**src/rtl/wdt_pkg.sv**
```systemverilog
package wdt_pkg;

  typedef enum logic [1:0] {
    ACT_RESET = 2'b00,
    ACT_NMI   = 2'b01,
    ACT_IRQ   = 2'b10,
    ACT_OFF   = 2'b11
  } wdt_act_e;

  localparam logic [1:0] ADR_CTRL  = 2'd0;
  localparam logic [1:0] ADR_LOAD  = 2'd1;
  localparam logic [1:0] ADR_COUNT = 2'd2;

  localparam int BIT_RUN    = 0;
  localparam int BIT_SEL    = 1;
  localparam int BIT_SPENT  = 3;
  localparam int BIT_CAUSE  = 4;
  localparam int BIT_PEND   = 5;
  localparam int CTRL_USED  = 6;

  localparam int N_LEVEL = 2;

  function automatic wdt_act_e level_code(input int idx);
    return (idx == 0) ? ACT_NMI : ACT_IRQ;
  endfunction

endpackage

```
**src/rtl/wdt_regs.sv**
```systemverilog
module wdt_regs
  import wdt_pkg::*;
#(
  parameter int              CNT_W     = 32,
  parameter logic [CNT_W-1:0] LOAD_INIT = '1
) (
  input  logic             clk,
  input  logic             por,
  input  logic             sys_rst,
  input  logic             wr,
  input  logic [1:0]       addr,
  input  logic [CNT_W-1:0] wdata,
  output logic             run_q,
  output wdt_act_e         sel_q,
  output logic [CNT_W-1:0] load_q,
  output logic             start,
  output logic             kick,
  output logic             clr_pend,
  output logic             clr_cause
);

  logic wr_ok;
  logic hit_ctrl;
  logic hit_load;
  logic hit_count;

  always_comb begin
    wr_ok     = wr & ~sys_rst & ~por;
    hit_ctrl  = wr_ok & (addr == ADR_CTRL);
    hit_load  = wr_ok & (addr == ADR_LOAD);
    hit_count = wr_ok & (addr == ADR_COUNT);
    start     = hit_ctrl & wdata[BIT_RUN] & ~run_q;
    kick      = hit_count & run_q;
    clr_pend  = hit_ctrl & wdata[BIT_PEND];
    clr_cause = hit_ctrl & wdata[BIT_CAUSE];
  end

  always_ff @(posedge clk) begin
    if (por || sys_rst) begin
      run_q  <= 1'b0;
      sel_q  <= ACT_RESET;
      load_q <= LOAD_INIT;
    end else begin
      if (hit_ctrl) begin
        run_q <= wdata[BIT_RUN];
        sel_q <= wdt_act_e'(wdata[BIT_SEL +: 2]);
      end
      if (hit_load) begin
        load_q <= wdata;
      end
    end
  end

endmodule

```
**src/rtl/wdt_counter.sv**
```systemverilog
module wdt_counter #(
  parameter int CNT_W = 32
) (
  input  logic             clk,
  input  logic             rst,
  input  logic             run,
  input  logic [CNT_W-1:0] load_val,
  input  logic             start,
  input  logic             kick,
  output logic [CNT_W-1:0] cnt_q,
  output logic             spent_q,
  output logic             fire
);

  localparam logic [CNT_W-1:0] ZERO = '0;
  localparam logic [CNT_W-1:0] ONE  = {{(CNT_W-1){1'b0}}, 1'b1};

  logic at_zero;
  logic reload;

  always_comb begin
    at_zero = (cnt_q == ZERO);
    reload  = start | kick;
    fire    = ~rst & run & ~spent_q & at_zero & ~reload;
  end

  always_ff @(posedge clk) begin
    if (rst) begin
      cnt_q   <= ZERO;
      spent_q <= 1'b0;
    end else if (reload) begin
      cnt_q   <= load_val;
      spent_q <= 1'b0;
    end else if (run && !spent_q) begin
      if (!at_zero) begin
        cnt_q <= cnt_q - ONE;
      end else begin
        spent_q <= 1'b1;
      end
    end
  end

endmodule

```
**src/rtl/wdt_action.sv**
```systemverilog
module wdt_action
  import wdt_pkg::*;
(
  input  logic     clk,
  input  logic     por,
  input  logic     sys_rst,
  input  logic     fire,
  input  wdt_act_e sel,
  input  logic     start,
  input  logic     kick,
  input  logic     clr_pend,
  input  logic     clr_cause,
  output logic     rst_req_q,
  output logic     nmi_q,
  output logic     irq_q,
  output logic     cause_q
);

  logic [N_LEVEL-1:0] lvl_q;
  logic               lvl_drop;
  logic               take_reset;

  always_comb begin
    lvl_drop   = clr_pend | start | kick;
    take_reset = fire & (sel == ACT_RESET);
  end

  for (genvar g = 0; g < N_LEVEL; g++) begin : g_level
    always_ff @(posedge clk) begin
      if (por || sys_rst) begin
        lvl_q[g] <= 1'b0;
      end else if (fire && (sel == level_code(g))) begin
        lvl_q[g] <= 1'b1;
      end else if (lvl_drop) begin
        lvl_q[g] <= 1'b0;
      end
    end
  end

  always_ff @(posedge clk) begin
    if (por || sys_rst) begin
      rst_req_q <= 1'b0;
    end else begin
      rst_req_q <= take_reset;
    end
  end

  always_ff @(posedge clk) begin
    if (por) begin
      cause_q <= 1'b0;
    end else if (take_reset) begin
      cause_q <= 1'b1;
    end else if (clr_cause) begin
      cause_q <= 1'b0;
    end
  end

  always_comb begin
    nmi_q = lvl_q[0];
    irq_q = lvl_q[1];
  end

endmodule

```
**src/rtl/sentinel_wdt.sv**
```systemverilog
module sentinel_wdt
  import wdt_pkg::*;
#(
  parameter int               CNT_W     = 32,
  parameter logic [CNT_W-1:0] LOAD_INIT = '1
) (
  input  logic             clk_i,
  input  logic             por_i,
  input  logic             sys_rst_i,
  input  logic             wr_i,
  input  logic [1:0]       addr_i,
  input  logic [CNT_W-1:0] wdata_i,
  output logic [CNT_W-1:0] rdata_o,
  output logic             rst_req_o,
  output logic             nmi_o,
  output logic             irq_o
);

  localparam int PAD_W = CNT_W - CTRL_USED;

  logic             any_rst;
  logic             run_q;
  wdt_act_e         sel_q;
  logic [CNT_W-1:0] load_q;
  logic             start;
  logic             kick;
  logic             clr_pend;
  logic             clr_cause;
  logic [CNT_W-1:0] cnt_q;
  logic             spent_q;
  logic             fire;
  logic             cause_q;
  logic [CNT_W-1:0] ctrl_view;
  logic [CNT_W-1:0] rd_next;

  assign any_rst = por_i | sys_rst_i;

  wdt_regs #(.CNT_W(CNT_W), .LOAD_INIT(LOAD_INIT)) u_regs (
    .clk       (clk_i),
    .por       (por_i),
    .sys_rst   (sys_rst_i),
    .wr        (wr_i),
    .addr      (addr_i),
    .wdata     (wdata_i),
    .run_q     (run_q),
    .sel_q     (sel_q),
    .load_q    (load_q),
    .start     (start),
    .kick      (kick),
    .clr_pend  (clr_pend),
    .clr_cause (clr_cause)
  );

  wdt_counter #(.CNT_W(CNT_W)) u_counter (
    .clk      (clk_i),
    .rst      (any_rst),
    .run      (run_q),
    .load_val (load_q),
    .start    (start),
    .kick     (kick),
    .cnt_q    (cnt_q),
    .spent_q  (spent_q),
    .fire     (fire)
  );

  wdt_action u_action (
    .clk       (clk_i),
    .por       (por_i),
    .sys_rst   (sys_rst_i),
    .fire      (fire),
    .sel       (sel_q),
    .start     (start),
    .kick      (kick),
    .clr_pend  (clr_pend),
    .clr_cause (clr_cause),
    .rst_req_q (rst_req_o),
    .nmi_q     (nmi_o),
    .irq_q     (irq_o),
    .cause_q   (cause_q)
  );

  always_comb begin
    ctrl_view = {{PAD_W{1'b0}}, (nmi_o | irq_o), cause_q, spent_q, sel_q, run_q};
    unique case (addr_i)
      ADR_CTRL:  rd_next = ctrl_view;
      ADR_LOAD:  rd_next = load_q;
      ADR_COUNT: rd_next = cnt_q;
      default:   rd_next = '0;
    endcase
  end

  always_ff @(posedge clk_i) begin
    if (any_rst) begin
      rdata_o <= '0;
    end else begin
      rdata_o <= rd_next;
    end
  end

endmodule

```
**config.mk**
```make
export PLATFORM = sky130hd
export DESIGN_NAME = sentinel_wdt
export DESIGN_NICKNAME = d
export VERILOG_FILES = /design/src/rtl/wdt_pkg.sv /design/src/rtl/wdt_regs.sv /design/src/rtl/wdt_counter.sv /design/src/rtl/wdt_action.sv /design/src/rtl/sentinel_wdt.sv
export SDC_FILE = /design/constraint.sdc
export NUM_CORES = 1
export LEC_CHECK = 0
export BUFFER_PORTS_ARGS = -buffer_cell sky130_fd_sc_hd__buf_2
export CORE_MARGIN = 1
export CORE_UTILIZATION = 56
export CTS_CLUSTER_DIAMETER = 60
export CTS_CLUSTER_SIZE = 40
export DETAILED_ROUTE_END_ITERATION = 12
export PLACE_DENSITY_LB_ADDON = 0.2
export SLEW_MARGIN = 20
export SYNTH_ARGS = -nofsm -noshare
export SYNTH_HDL_FRONTEND = slang
export SYNTH_SLANG_ARGS = --single-unit
```
**constraint.sdc**
```tcl
create_clock -name clk_i -period 2.9 [get_ports clk_i]
set_clock_uncertainty 0.2 [all_clocks]
set_input_delay 0.145 -clock clk_i [delete_from_list [all_inputs] [get_ports clk_i]]
set_output_delay 0.145 -clock clk_i [all_outputs]
set_load 0.02 [all_outputs]
```
==> Implementation_results.wiki, run 1 <==
{| class="wikitable"
! Metric !! Value
|-
| Status || completed
|-
| Post-layout nets || 659
|-
| Topmost layer with routed signal wires || met4
|-
| Router iterations before antenna repair || 5
|-
| Detailed-route wire length per cell || 14.63 microns
|-
| Worst IR drop on VDD || 0.3892 mV
|-
| Minimum setup slack among reg-to-reg paths || 0.14 ns
|-
| Fraction of power consumed by the clock network || 33.7%
|-
| Residual antenna-violating net count after detailed routing || 0
|-
| Max transition margin || 41.82%
|-
| Crit. Startpoint || u_counter.cnt_q[25]
|-
| Area growth, synth to finish || 24.09%
|-
| Primary FF master, synth || dfxtp_1
|-
| Sum of negative setup slack || 0 ns
|-
| Library cells used by synthesis || 44
|-
| Routed length on met1 || 4606 microns
|-
| Post-Syn Area || 4342 sq um
|-
| Worst setup SP type || flip-flop
|-
| Via count of the first global-routing pass || 3,899
|-
| Maximum number of pins on one net before global-route repair || 65
|-
| Kind of end point of the critical path || flip-flop
|-
| Final WL || 10,590 microns
|-
| Full die area || 8109 sq um
|-
| Height of the die || 90.05 microns
|-
| Critical Path RT || 2.94 ns
|-
| Arrival @ worst endpoint || 2.80 ns
|-
| Antenna violations before repair || 0
|-
| YS warnings || 0
|-
| Clock tree buffer depth || 2
|-
| Clock H-tree levels || 3
|-
| # rows || 31
|-
| Port Buffers || 72
|-
| Starting DRT DRC Count || 305
|-
| Overall via count from detail_route || 4,149
|-
| Actual slew at the worst max-slew pin || 0.8661 ns
|-
| Area of the core || 7370 sq um
|-
| Share of Yosys cell area claimed by the top area cell type || 47.95%
|-
| Count of flip-flops with a built-in enable after synthesis || 0
|-
| Filler Cell Count || 608
|-
| Worst min-delay path startpoint || addr_i[0]
|-
| Initial Util || 58.91%
|-
| Commonest cells in the netlist || 117 x nor2_1, 104 x dfxtp_1, 55 x a21oi_1
|-
| Register bit count reported by yosys || 104
|-
| Post-synth top area cell || dfxtp_1
|-
| Number of failing hold endpoints at the final stage || 0
|-
| Share of the core filled with cells || 73.11%
|-
| Count of endpoints failing setup in the final report || 0
|-
| Clock transition at the register clock pins on the worst setup and hold paths after CTS || 0.09 ns
|-
| Most repeated cell in the gate-level netlist after synthesis || nor2_1
|-
| Root buffer selected by CTS || clkbuf_8
|-
| Sink Count || 104
|-
| Total global-route track usage || 26.95%
|-
| Post-synthesis net count || 559
|-
| First-pass GRT wire length || 17,940 microns
|-
| CP endpoint || u_counter.cnt_q[9]
|-
| Average size of a mapped cell || 8.349 sq um
|-
| Internal power of the cells || 1.963 mW
|-
| LEAKAGE || 2.126 nW
|-
| Routability congestion estimate from global placement || 0.8962
|-
| WHS || 0.01758 ns
|-
| Worst hold path class || input port to flip-flop
|-
| Final period utilization || 95.24%
|-
| Vias per cell || 5.731
|-
| Cell repeated most along the worst path || or4_1
|-
| Seq/Total Area, Yosys || 47.95%
|-
| Critical R2R Capture || u_counter.cnt_q[9]
|-
| Clock buffers created by TritonCTS || 9
|-
| Cell with the largest stage delay on the worst path || or4_1
|-
| Met2 routed WL || 5146 microns
|-
| Main area contributors after synthesis || dfxtp_1 48%, nor2_1 10%, a21oi_1 6.3%
|-
| Detail Route met3 WL || 662 microns
|-
| Antenna diode count || 0
|-
| Post-layout minimum cycle time || 2.762 ns
|-
| Part of the total power dissipated in sequential elements || 56.4%
|-
| Residual DRC || 0
|-
| Largest fanout on the critical path || 9
|-
| Post-CTS Setup Inserts || 0
|-
| Max-cap violation count || 0
|-
| Worst stage delay on the critical path || 0.60 ns
|-
| Net Sw Power || 0.6345 mW
|-
| Power consumption || 2.597 mW
|-
| I/O Pins || 73
|-
| Worst setup path class || flip-flop to flip-flop
|-
| Share of cells above drive strength 1 || 19.52%
|-
| FMAX || 362.1 MHz
|-
| FFs w/ async S/R, synth || 0%
|-
| Clock latency at the later pin of the worst-skew pair || 0.37 ns
|-
| Detailed placement HPWL || 6817 microns
|-
| Die X || 90.05 microns
|-
| Switching share of power || 24.43%
|-
| Part of the total power dissipated in combinational logic || 9.9%
|-
| Beginning of the worst register-to-register path || u_counter.cnt_q[25]
|-
| Reg2Reg Depth || 7
|-
| Pins Over Slew Limit || 0
|-
| Remaining global-route overflow || 0
|-
| TritonCTS clock tree || done
|-
| Ordered cell list for the critical path || or4_1 -> or4_1 -> o41ai_4 -> buf_6 -> nor4_1 -> xnor2_1 -> o21ai_1
|-
| Synthesized netlist cell count || 520
|-
| PwrDens || 482.1 nW/um^2
|-
| RSZ-0062 raised after global routing || no
|}
power by group through the flow:
stage	clock network, mW	logic (mW)	registers [mW]
2_1_floorplan	0	0.118	1.51
3_3_place_gp	0	0.211	1.50
3_5_place_dp	0	0.213	1.50
4_1_cts	0.890	0.249	1.46
5_1_grt	0.947	0.281	1.47
6_report	0.876	0.258	1.46
kinds of logic after synthesis:
family / count (synthesis) / synth area share, %
adder cells (fa/ha/maj): 1 / 0.2881
AND/OR/NAND/NOR: 209 / 22.97
XOR/XNOR: 24 / 4.842
flip-flops: 104 / 47.95
buffers and inverters: 39 / 3.487
AO/OA/AOI/OAI: 137 / 19.08
multiplexers: 6 / 1.383
area by class of cell:
type / count / area [sq um] / area share, %
Clock buffer: 11 / 131.4 / 2.438
Tap cell: 99 / 123.9 / 2.299
Inverter: 5 / 18.77 / 0.3484
Clock inverter: 5 / 57.56 / 1.068
Multi-Input combinational cell: 377 / 2145 / 39.80
Timing Repair Buffer: 123 / 829.5 / 15.40
Sequential cell: 104 / 2082 / 38.64
timing repair:
| item | in CTS | in global routing |
|---|---|---|
| pin swaps | 0 | 3 |
| hold endpoints to repair | 38 | 0 |
| hold buffers | 33 | 0 |
| endpoints found under the setup margin | 1 | 14 |
| resized for setup | 1 | 5 |
sequential cells by signal (all words and copies together), names as in the netlist, 2 cells and up:
| signal | count |
|---|---|
| rdata_o | 32 |
| u_counter.cnt_q | 32 |
| u_regs.load_q | 32 |
| u_regs.sel_q | 2 |
critical path: cells and delay by family (launching register included):
kind	cells	cell delay (ns)
buffers and inverters	1	0.19
AND/OR/NAND/NOR	3	1.25
flip-flops	1	0.37
AO/OA/AOI/OAI	2	0.46
XOR/XNOR	1	0.15
routing by layer:
| layer | vias to the layer above | GRT usage [%] |
|---|---|---|
| li1 | 2036 | - |
| met1 | 1931 | 34.10 |
| met2 | 161 | 45.23 |
| met3 | 21 | 5.584 |
| met4 | 0 | 9.946 |
| met5 | - | 0 |
placed cells by master (no fill, tap or decap), types with 3 or more instances in the layout:
cell type,instances
clkinvlp_4,3
or4_1,11
or3_1,7
o31ai_1,4
nand4_1,4
o21ai_0,27
buf_4,17
o2111ai_1,3
dlygate4sd3_1,33
a21oi_1,55
nand3_2,3
a31oi_1,6
inv_1,5
dfxtp_1,104
o21ai_1,4
nor4_1,8
clkbuf_8,9
nor2_1,116
nor3_1,14
o211ai_1,3
xnor2_1,15
xor2_1,9
buf_2,72
mux2i_1,6
nand2_1,22
nor4_2,3
nand3_1,5
or2_2,4
a22oi_1,26
worst min-delay path by stage:
stage,end,depth (start not counted)
after floorplan,u_regs.sel_q[0],2
after detailed placement,u_regs.sel_q[1],3
after global routing,rdata_o[3],4
after global placement,u_regs.sel_q[1],3
final,rdata_o[3],4
after CTS,rdata_o[3],4
metrics by stage:
stage	cell area, sq um	setup slack, ns	instances
after CTS	5366	0.02946	724
after detailed placement	4836	-0.009358	675
after global placement	4836	0.1411	675
after floorplan	4342	0.2605	520
final	5388	0.1380	724
after global routing	5388	0.03797	724
Note: power is estimated with default switching activity, not from simulation.
==> run 2, diff against run 1 <==
--- a/config.mk
+++ b/config.mk
@@ -7,7 +7,7 @@
 export LEC_CHECK = 0
 export BUFFER_PORTS_ARGS = -buffer_cell sky130_fd_sc_hd__buf_2
 export CORE_MARGIN = 1
-export CORE_UTILIZATION = 56
+export CORE_UTILIZATION = 45
 export CTS_CLUSTER_DIAMETER = 60
 export CTS_CLUSTER_SIZE = 40
 export DETAILED_ROUTE_END_ITERATION = 12
==> run 2 against run 1 <==
Against the previous run: combinational power is 2% lower; critical endpoint is now u_counter.cnt_q[20]; sequential power hardly changed; non-clock buffer count is 2 higher; worst setup slack worse by 0.0098 ns; utilization is 15 points lower; total power is 3.3% lower; cell area is 0.46% higher; die area is 24% higher; register-to-register slack hardly changed; sequential share of layout area is 0.16 points lower; via count is 2.3% lower; largest cell class unchanged; sequential cell count stayed put.
==> Implementation_results.wiki, run 2 (synthesized netlist as in run 1, its figures left out) <==
{| class="wikitable"
! Metric !! Value
|-
| Status || completed
|-
| Clock transition at the register clock pins on the worst setup and hold paths after CTS || 0.10 ns (about the same)
|-
| Worst IR drop on VDD || 0.2408 mV (-38%)
|-
| Worst hold path class || input port to flip-flop
|-
| Ordered cell list for the critical path || inv_1 -> ha_1 -> or3b_2 -> or4_4 -> nor2_4 -> nand3_2 -> or4_1 -> a31oi_1
|-
| Worst setup SP type || flip-flop
|-
| TritonCTS clock tree || done
|-
| Via count of the first global-routing pass || 3,797 (-2.6%)
|-
| Registers with the most flip-flops || rdata_o x32, u_counter.cnt_q x32, u_regs.load_q x32
|-
| Initial Util || 46.77% (-12 points)
|-
| Actual slew at the worst max-slew pin || 0.8288 ns (-0.03733 ns)
|-
| Arrival @ worst endpoint || 2.86 ns (+0.06 ns)
|-
| Max-cap violation count || 0 (unchanged)
|-
| Detailed-route wire length per cell || 14.03 microns (-4.1%)
|-
| Port Buffers || 72 (unchanged)
|-
| Max transition margin || 44.32% (+2.5 points)
|-
| PwrDens || 463.8 nW/um^2 (-3.8%)
|-
| Antenna violations before repair || 0 (unchanged)
|-
| Starting DRT DRC Count || 185 (-39%)
|-
| Root buffer selected by CTS || clkbuf_8
|-
| Remaining global-route overflow || 0 (unchanged)
|-
| Area growth, synth to finish || 24.67%
|-
| Number of failing hold endpoints at the final stage || 0 (unchanged)
|-
| Share of cells above drive strength 1 || 19.97% (+0.45 points)
|-
| I/O Pins || 73 (unchanged)
|-
| LEAKAGE || 2.120 nW (-0.29%)
|-
| Die X || 100.2 microns (+11%)
|-
| Placed insts || 704 (+4.3%)
|-
| Clock latency at the later pin of the worst-skew pair || 0.36 ns (about the same)
|-
| Worst stage delay on the critical path || 0.56 ns (-0.04 ns)
|-
| Height of the die || 100.2 microns (+11%)
|-
| Router iterations before antenna repair || 5 (unchanged)
|-
| Largest fanout on the critical path || 4 (-5)
|-
| Post-route cell area || 5413 sq um (+0.46%)
|-
| Overall via count from detail_route || 4,052 (-2.3%)
|-
| Area after DPL || 4866 sq um (+0.62%)
|-
| Final cell count without fillers || 755 (+4.3%)
|-
| Final WL || 10,600 microns (about the same)
|-
| Vias per cell || 5.367 (-6.3%)
|-
| Antenna diode count || 0 (unchanged)
|-
| Count of endpoints failing setup in the final report || 0 (unchanged)
|-
| Total global-route track usage || 22.29% (-4.7 points)
|-
| Post-layout minimum cycle time || 2.772 ns (+0.009786 ns)
|-
| Worst setup path class || flip-flop to flip-flop
|-
| # rows || 35 (+13%)
|-
| Pins Over Slew Limit || 0 (unchanged)
|-
| Post-layout nets || 661 (+0.30%)
|-
| First-pass GRT wire length || 17,910 microns (-0.16%)
|-
| Residual antenna-violating net count after detailed routing || 0 (unchanged)
|-
| Routability congestion estimate from global placement || 0.8178 (-8.7%)
|-
| Commonest non-fill, non-tap cell in the layout || nor2_1
|-
| Detailed placement HPWL || 6870 microns (+0.78%)
|-
| Sink Count || 104 (unchanged)
|-
| Kind of end point of the critical path || flip-flop
|-
| Full die area || 10,050 sq um (+24%)
|-
| FMAX || 360.8 MHz (-0.35%)
|-
| Clock buffers created by TritonCTS || 9 (unchanged)
|-
| Critical Path RT || 2.98 ns (+0.04 ns)
|-
| Clock H-tree levels || 3 (unchanged)
|-
| Filler Cell Count || 892 (+47%)
|-
| Clock tree buffer depth || 2 (unchanged)
|-
| Final period utilization || 95.58% (+0.34 points)
|-
| Maximum number of pins on one net before global-route repair || 65 (unchanged)
|-
| Most used cells in the layout excluding fill and tap cells || 116 x nor2_1, 103 x dfxtp_1, 72 x buf_2, 55 x a21oi_1, 34 x dlygate4sd3_1
|-
| Area of the core || 9284 sq um (+26%)
|-
| Cell with the largest stage delay on the worst path || or4_4
|-
| Residual DRC || 0 (unchanged)
|}
==> run 2: worst paths after layout <==
path | from | endpoint | slack [ns] | depth (start not counted)
setup / recovery | u_counter.cnt_q[1] | u_counter.cnt_q[20] | 0.13 | 8
hold / removal | addr_i[1] | rdata_o[5] | 0.07 | 4
setup reg to reg | u_counter.cnt_q[1] | u_counter.cnt_q[20] | 0.13 | 8
hold reg to reg | u_regs.load_q[23] | u_counter.cnt_q[23] | 0.27 | 2
==> run 2: final cells by class <==
cell class / count / area, sq um / area share, %
repair buffers: 125 / 847.1 / 15.65
inverters: 5 / 18.77 / 0.3467
multi-input cells: 377 / 2140 / 39.53
flip-flops and latches: 104 / 2083 / 38.49
clock buffers: 10 / 127.6 / 2.358
clock inverters: 5 / 35.03 / 0.6472
well taps: 129 / 161.4 / 2.982
==> run 2: timing repair <==
action,CTS,global route
buffers inserted,0,2
endpoints found under the hold margin,39,0
resized for setup,0,5
hold buffers,34,0
setup endpoints to repair,0,16
==> run 2: report_power, final <==
part / total, mW / switching (mW) / internal (mW)
Clock: 0.793 / 0.487 / 0.306
Sequential: 1.46 / 0.0135 / 1.45
Combinational: 0.254 / 0.141 / 0.113
Total: 2.51 / 0.641 / 1.87
==> run 2: worst max-delay path, delay by kind of cell (launching register included) <==
kind            cells  cell delay, ns
simple gates        5            1.74
flops               1            0.34
buf+inv             1            0.08
fa+ha+maj           1            0.17
compound gates      1            0.16
==> run 2: layer usage <==
layer / vias up / wire length [microns] / track usage, %
met5: - / 0 / 0
met4: 0 / 124 / 7.581
met3: 11 / 429 / 2.786
met2: 103 / 4932 / 36.56
met1: 1892 / 5109 / 30.36
li1: 2046 / - / -
==> run 2: per-stage QoR <==
step	setup TNS (ns)	worst slack [ns]	hold WS [ns]	power, mW	util, %
2_1_floorplan	0	0.2605	0.05348	1.628	-
3_3_place_gp	0	0.1232	0.1666	1.709	52.41
3_5_place_dp	0	0.04076	0.1802	1.712	52.41
4_1_cts	0	0.03408	0.06019	2.523	57.83
5_1_grt	-0.004435	-0.004435	0.07855	2.613	58.30
6_report	0	0.1282	0.07319	2.511	58.30
==> run 3, diff against run 2 <==
--- a/config.mk
+++ b/config.mk
@@ -5,12 +5,13 @@
 export SDC_FILE = /design/constraint.sdc
 export NUM_CORES = 1
 export LEC_CHECK = 0
-export BUFFER_PORTS_ARGS = -buffer_cell sky130_fd_sc_hd__buf_2
 export CORE_MARGIN = 1
 export CORE_UTILIZATION = 45
 export CTS_CLUSTER_DIAMETER = 60
 export CTS_CLUSTER_SIZE = 40
 export DETAILED_ROUTE_END_ITERATION = 12
+export DONT_BUFFER_PORTS = 1
+export GPL_TIMING_DRIVEN = 0
 export PLACE_DENSITY_LB_ADDON = 0.2
 export SLEW_MARGIN = 20
 export SYNTH_ARGS = -nofsm -noshare
==> run 3 against run 2 <==
Against the previous run: critical endpoint is now u_counter.cnt_q[5]; register-to-register slack lost 0.09 ns; wire length grew 15%; combinational power shrank 15%; cell area shrank 3.0%; highest routed layer unchanged.
==> Implementation_results.wiki, run 3 (synthesized netlist as in run 1, its figures left out) <==
{| class="wikitable"
! Metric !! Value
|-
| Largest fanout on the critical path || 6 (+2)
|-
| Starting DRT DRC Count || 280 (+51%)
|-
| Maximum number of pins on one net before global-route repair || 17 (-74%)
|-
| Actual slew at the worst max-slew pin || 0.8852 ns (+0.05646 ns)
|-
| Share of the core filled with cells || 56.54% (-1.8 points)
|-
| Clock H-tree levels || 3 (unchanged)
|-
| PwrDens || 496.7 nW/um^2 (+7.1%)
|-
| Root buffer selected by CTS || clkbuf_8
|-
| Post-layout minimum cycle time || 2.863 ns (+0.09079 ns)
|-
| Worst min-delay path startpoint || wr_i
|-
| Final WL || 12,160 microns (+15%)
|-
| Part of the total power dissipated in sequential elements || 56.8% (-1.5 points)
|-
| Overall via count from detail_route || 4,030 (-0.54%)
|-
| Worst setup path class || flip-flop to flip-flop
|-
| Global-route met3 utilization || 4.526% (+1.7 points)
|-
| Residual DRC || 0 (unchanged)
|-
| Height of the die || 100.2 microns (unchanged)
|-
| Final period utilization || 98.71% (+3.1 points)
|-
| Antenna violations before repair || 0 (unchanged)
|-
| LEAKAGE || 1.850 nW (-13%)
|-
| Max-cap violation count || 0 (unchanged)
|-
| Via count of the first global-routing pass || 3,822 (+0.66%)
|-
| Sink Count || 104 (unchanged)
|-
| Clock latency at the later pin of the worst-skew pair || 0.37 ns (about the same)
|-
| Share of cells above drive strength 1 || 9.278% (-11 points)
|-
| Part of the total power dissipated in combinational logic || 8.3% (-1.8 points)
|-
| Total global-route track usage || 25.04% (+2.7 points)
|-
| TritonCTS clock tree || done
|-
| Area growth, synth to finish || 20.89%
|-
| Most used cells in the layout excluding fill and tap cells || 117 x nor2_1, 100 x dfxtp_1, 55 x a21oi_1, 37 x dlygate4sd3_1, 33 x clkbuf_1
|-
| # rows || 35 (unchanged)
|-
| Clock tree buffer depth || 2 (unchanged)
|-
| First-pass GRT wire length || 19,440 microns (+8.5%)
|-
| Met1 usage in global routing || 34.41% (+4.0 points)
|-
| Worst hold path class || input port to flip-flop
|-
| Number of failing hold endpoints at the final stage || 0 (unchanged)
|-
| Filler Cell Count || 936 (+4.9%)
|-
| Kind of end point of the critical path || flip-flop
|-
| Residual antenna-violating net count after detailed routing || 0 (unchanged)
|-
| Pins Over Slew Limit || 0 (unchanged)
|-
| Registers with the most flip-flops || rdata_o x32, u_counter.cnt_q x32, u_regs.load_q x32
|-
| Internal power of the cells || 1.962 mW (+4.9%)
|-
| Die X || 100.2 microns (unchanged)
|-
| FMAX || 349.3 MHz (-3.2%)
|-
| Router iterations before antenna repair || 5 (unchanged)
|-
| Port Buffers || 0 (-100%)
|-
| Fraction of power consumed by the clock network || 34.9% (+3.3 points)
|-
| WHS || 0.01286 ns (-0.06032 ns)
|-
| Worst Hold End || u_regs.sel_q[0]
|-
| Max transition margin || 40.53% (-3.8 points)
|-
| Detailed placement HPWL || 8139 microns (+18%)
|-
| Initial Util || 46.77% (unchanged)
|-
| Status || completed
|-
| Arrival @ worst endpoint || 2.90 ns (+0.04 ns)
|-
| Area of the core || 9284 sq um (unchanged)
|-
| Critical R2R Capture || u_counter.cnt_q[5]
|-
| I/O Pins || 73 (unchanged)
|-
| Layer with the highest usage || met2
|-
| Clock transition at the register clock pins on the worst setup and hold paths after CTS || 0.10 ns (about the same)
|-
| Clock buffers created by TritonCTS || 9 (unchanged)
|-
| Worst IR drop on VDD || 0.2812 mV (+17%)
|-
| Worst hold stages || 3 (-1)
|-
| Routability congestion estimate from global placement || 0.8851 (+8.2%)
|-
| Count of endpoints failing setup in the final report || 0 (unchanged)
|-
| Critical Path RT || 2.94 ns (-0.04 ns)
|-
| Reg2Reg Depth || 8 (unchanged)
|-
| Antenna diode count || 0 (unchanged)
|-
| Met2 global-route usage || 39.88% (+3.3 points)
|-
| RSZ-0062 raised after global routing || yes
|-
| Detailed-route wire length per cell || 17.10 microns (+22%)
|-
| Post-layout nets || 616 (-6.8%)
|-
| Commonest non-fill, non-tap cell in the layout || nor2_1
|-
| Sum of negative setup slack || 0 ns (unchanged)
|-
| Beginning of the worst register-to-register path || u_counter.cnt_q[8]
|-
| Minimum setup slack among reg-to-reg paths || 0.04 ns (-0.09 ns)
|-
| Worst setup SP type || flip-flop
|-
| Net Sw Power || 0.6453 mW (+0.66%)
|-
| Switching share of power || 24.75% (-0.78 points)
|-
| Vias per cell || 5.668 (+5.6%)
|-
| Remaining global-route overflow || 0 (unchanged)
|-
| Full die area || 10,050 sq um (unchanged)
|}
## run 3: changes by cell type in the layout (fill, tap and decap cells not counted), sizes merged
cell,change
buf,-80
bufinv,+1
clkbuf,+33
clkinv,+2
clkinvlp,-4
dlygate4sd3,+3
inv,+1
## run 3: how the worst max path moves through the flow
| stage | start | slack [ns] | cells past startpoint | endpoint |
|---|---|---|---|---|
| 2_1_floorplan | u_counter.cnt_q[0] | 0.26 | 8 | u_counter.cnt_q[1] |
| 3_3_place_gp | u_counter.cnt_q[0] | -0.02 | 9 | u_counter.cnt_q[19] |
| 3_5_place_dp | u_counter.cnt_q[0] | -0.02 | 9 | u_counter.cnt_q[9] |
| 4_1_cts | u_counter.cnt_q[0] | 0.04 | 8 | u_counter.cnt_q[31] |
| 5_1_grt | u_counter.cnt_q[8] | -0.02 | 8 | u_counter.cnt_q[3] |
| 6_report | u_counter.cnt_q[8] | 0.04 | 8 | u_counter.cnt_q[5] |
## run 3: final cells by class
cell class	instances	area (sq um)	share of cell area, %
clock inverter	5	53.80	1.025
sequential	104	2092	39.86
multi-input combinational	377	2193	41.79
clock buffer	11	141.4	2.694
tap	129	161.4	3.075
inverter	5	18.77	0.3576
timing repair buffer	46	445.4	8.486
buffer	34	142.6	2.718
## run 3: critical path, stage by stage, from the launching register on
cell     delay [ns]
dfxtp_4        0.36
or4_4          0.51
buf_6          0.15
or4_4          0.57
o41ai_4        0.45
buf_6          0.20
nor3_1         0.06
xnor2_1        0.15
a21oi_1        0.08
## run 3: power groups by stage
stage               clock network, mW  logic (mW)  registers (mW)
finish                          0.911       0.216            1.48
global route                    0.989       0.237            1.48
CTS                             0.926       0.203            1.48
detailed placement                  0       0.161            1.51
global placement                    0       0.159            1.51
floorplan                           0       0.118            1.51
## run 3: what timing repair did
item                       CTS  global route
hold endpoints to repair    39             0
setup endpoints to repair   11            18
setup buffers                0             8
pin swaps                    1             8
hold buffers                37             0
resized for setup            4            24
gates cloned                 1             0
## run 3: layer usage
metal	vias up	wire [microns]
met5	-	0
met4	0	189
met3	14	777
met2	146	5635
met1	1920	5554
li1	1950	-
## run 3: stage by stage
step / worst slack, ns / cells / power [mW] / area [sq um]
after floorplan: 0.2605 / 520 / 1.628 / 4342
after global placement: -0.01810 / 649 / 1.673 / 4503
after detailed placement: -0.02305 / 649 / 1.676 / 4503
after CTS: 0.04113 / 703 / 2.610 / 5094
after global routing: -0.02148 / 711 / 2.709 / 5249
final: 0.03738 / 711 / 2.607 / 5249
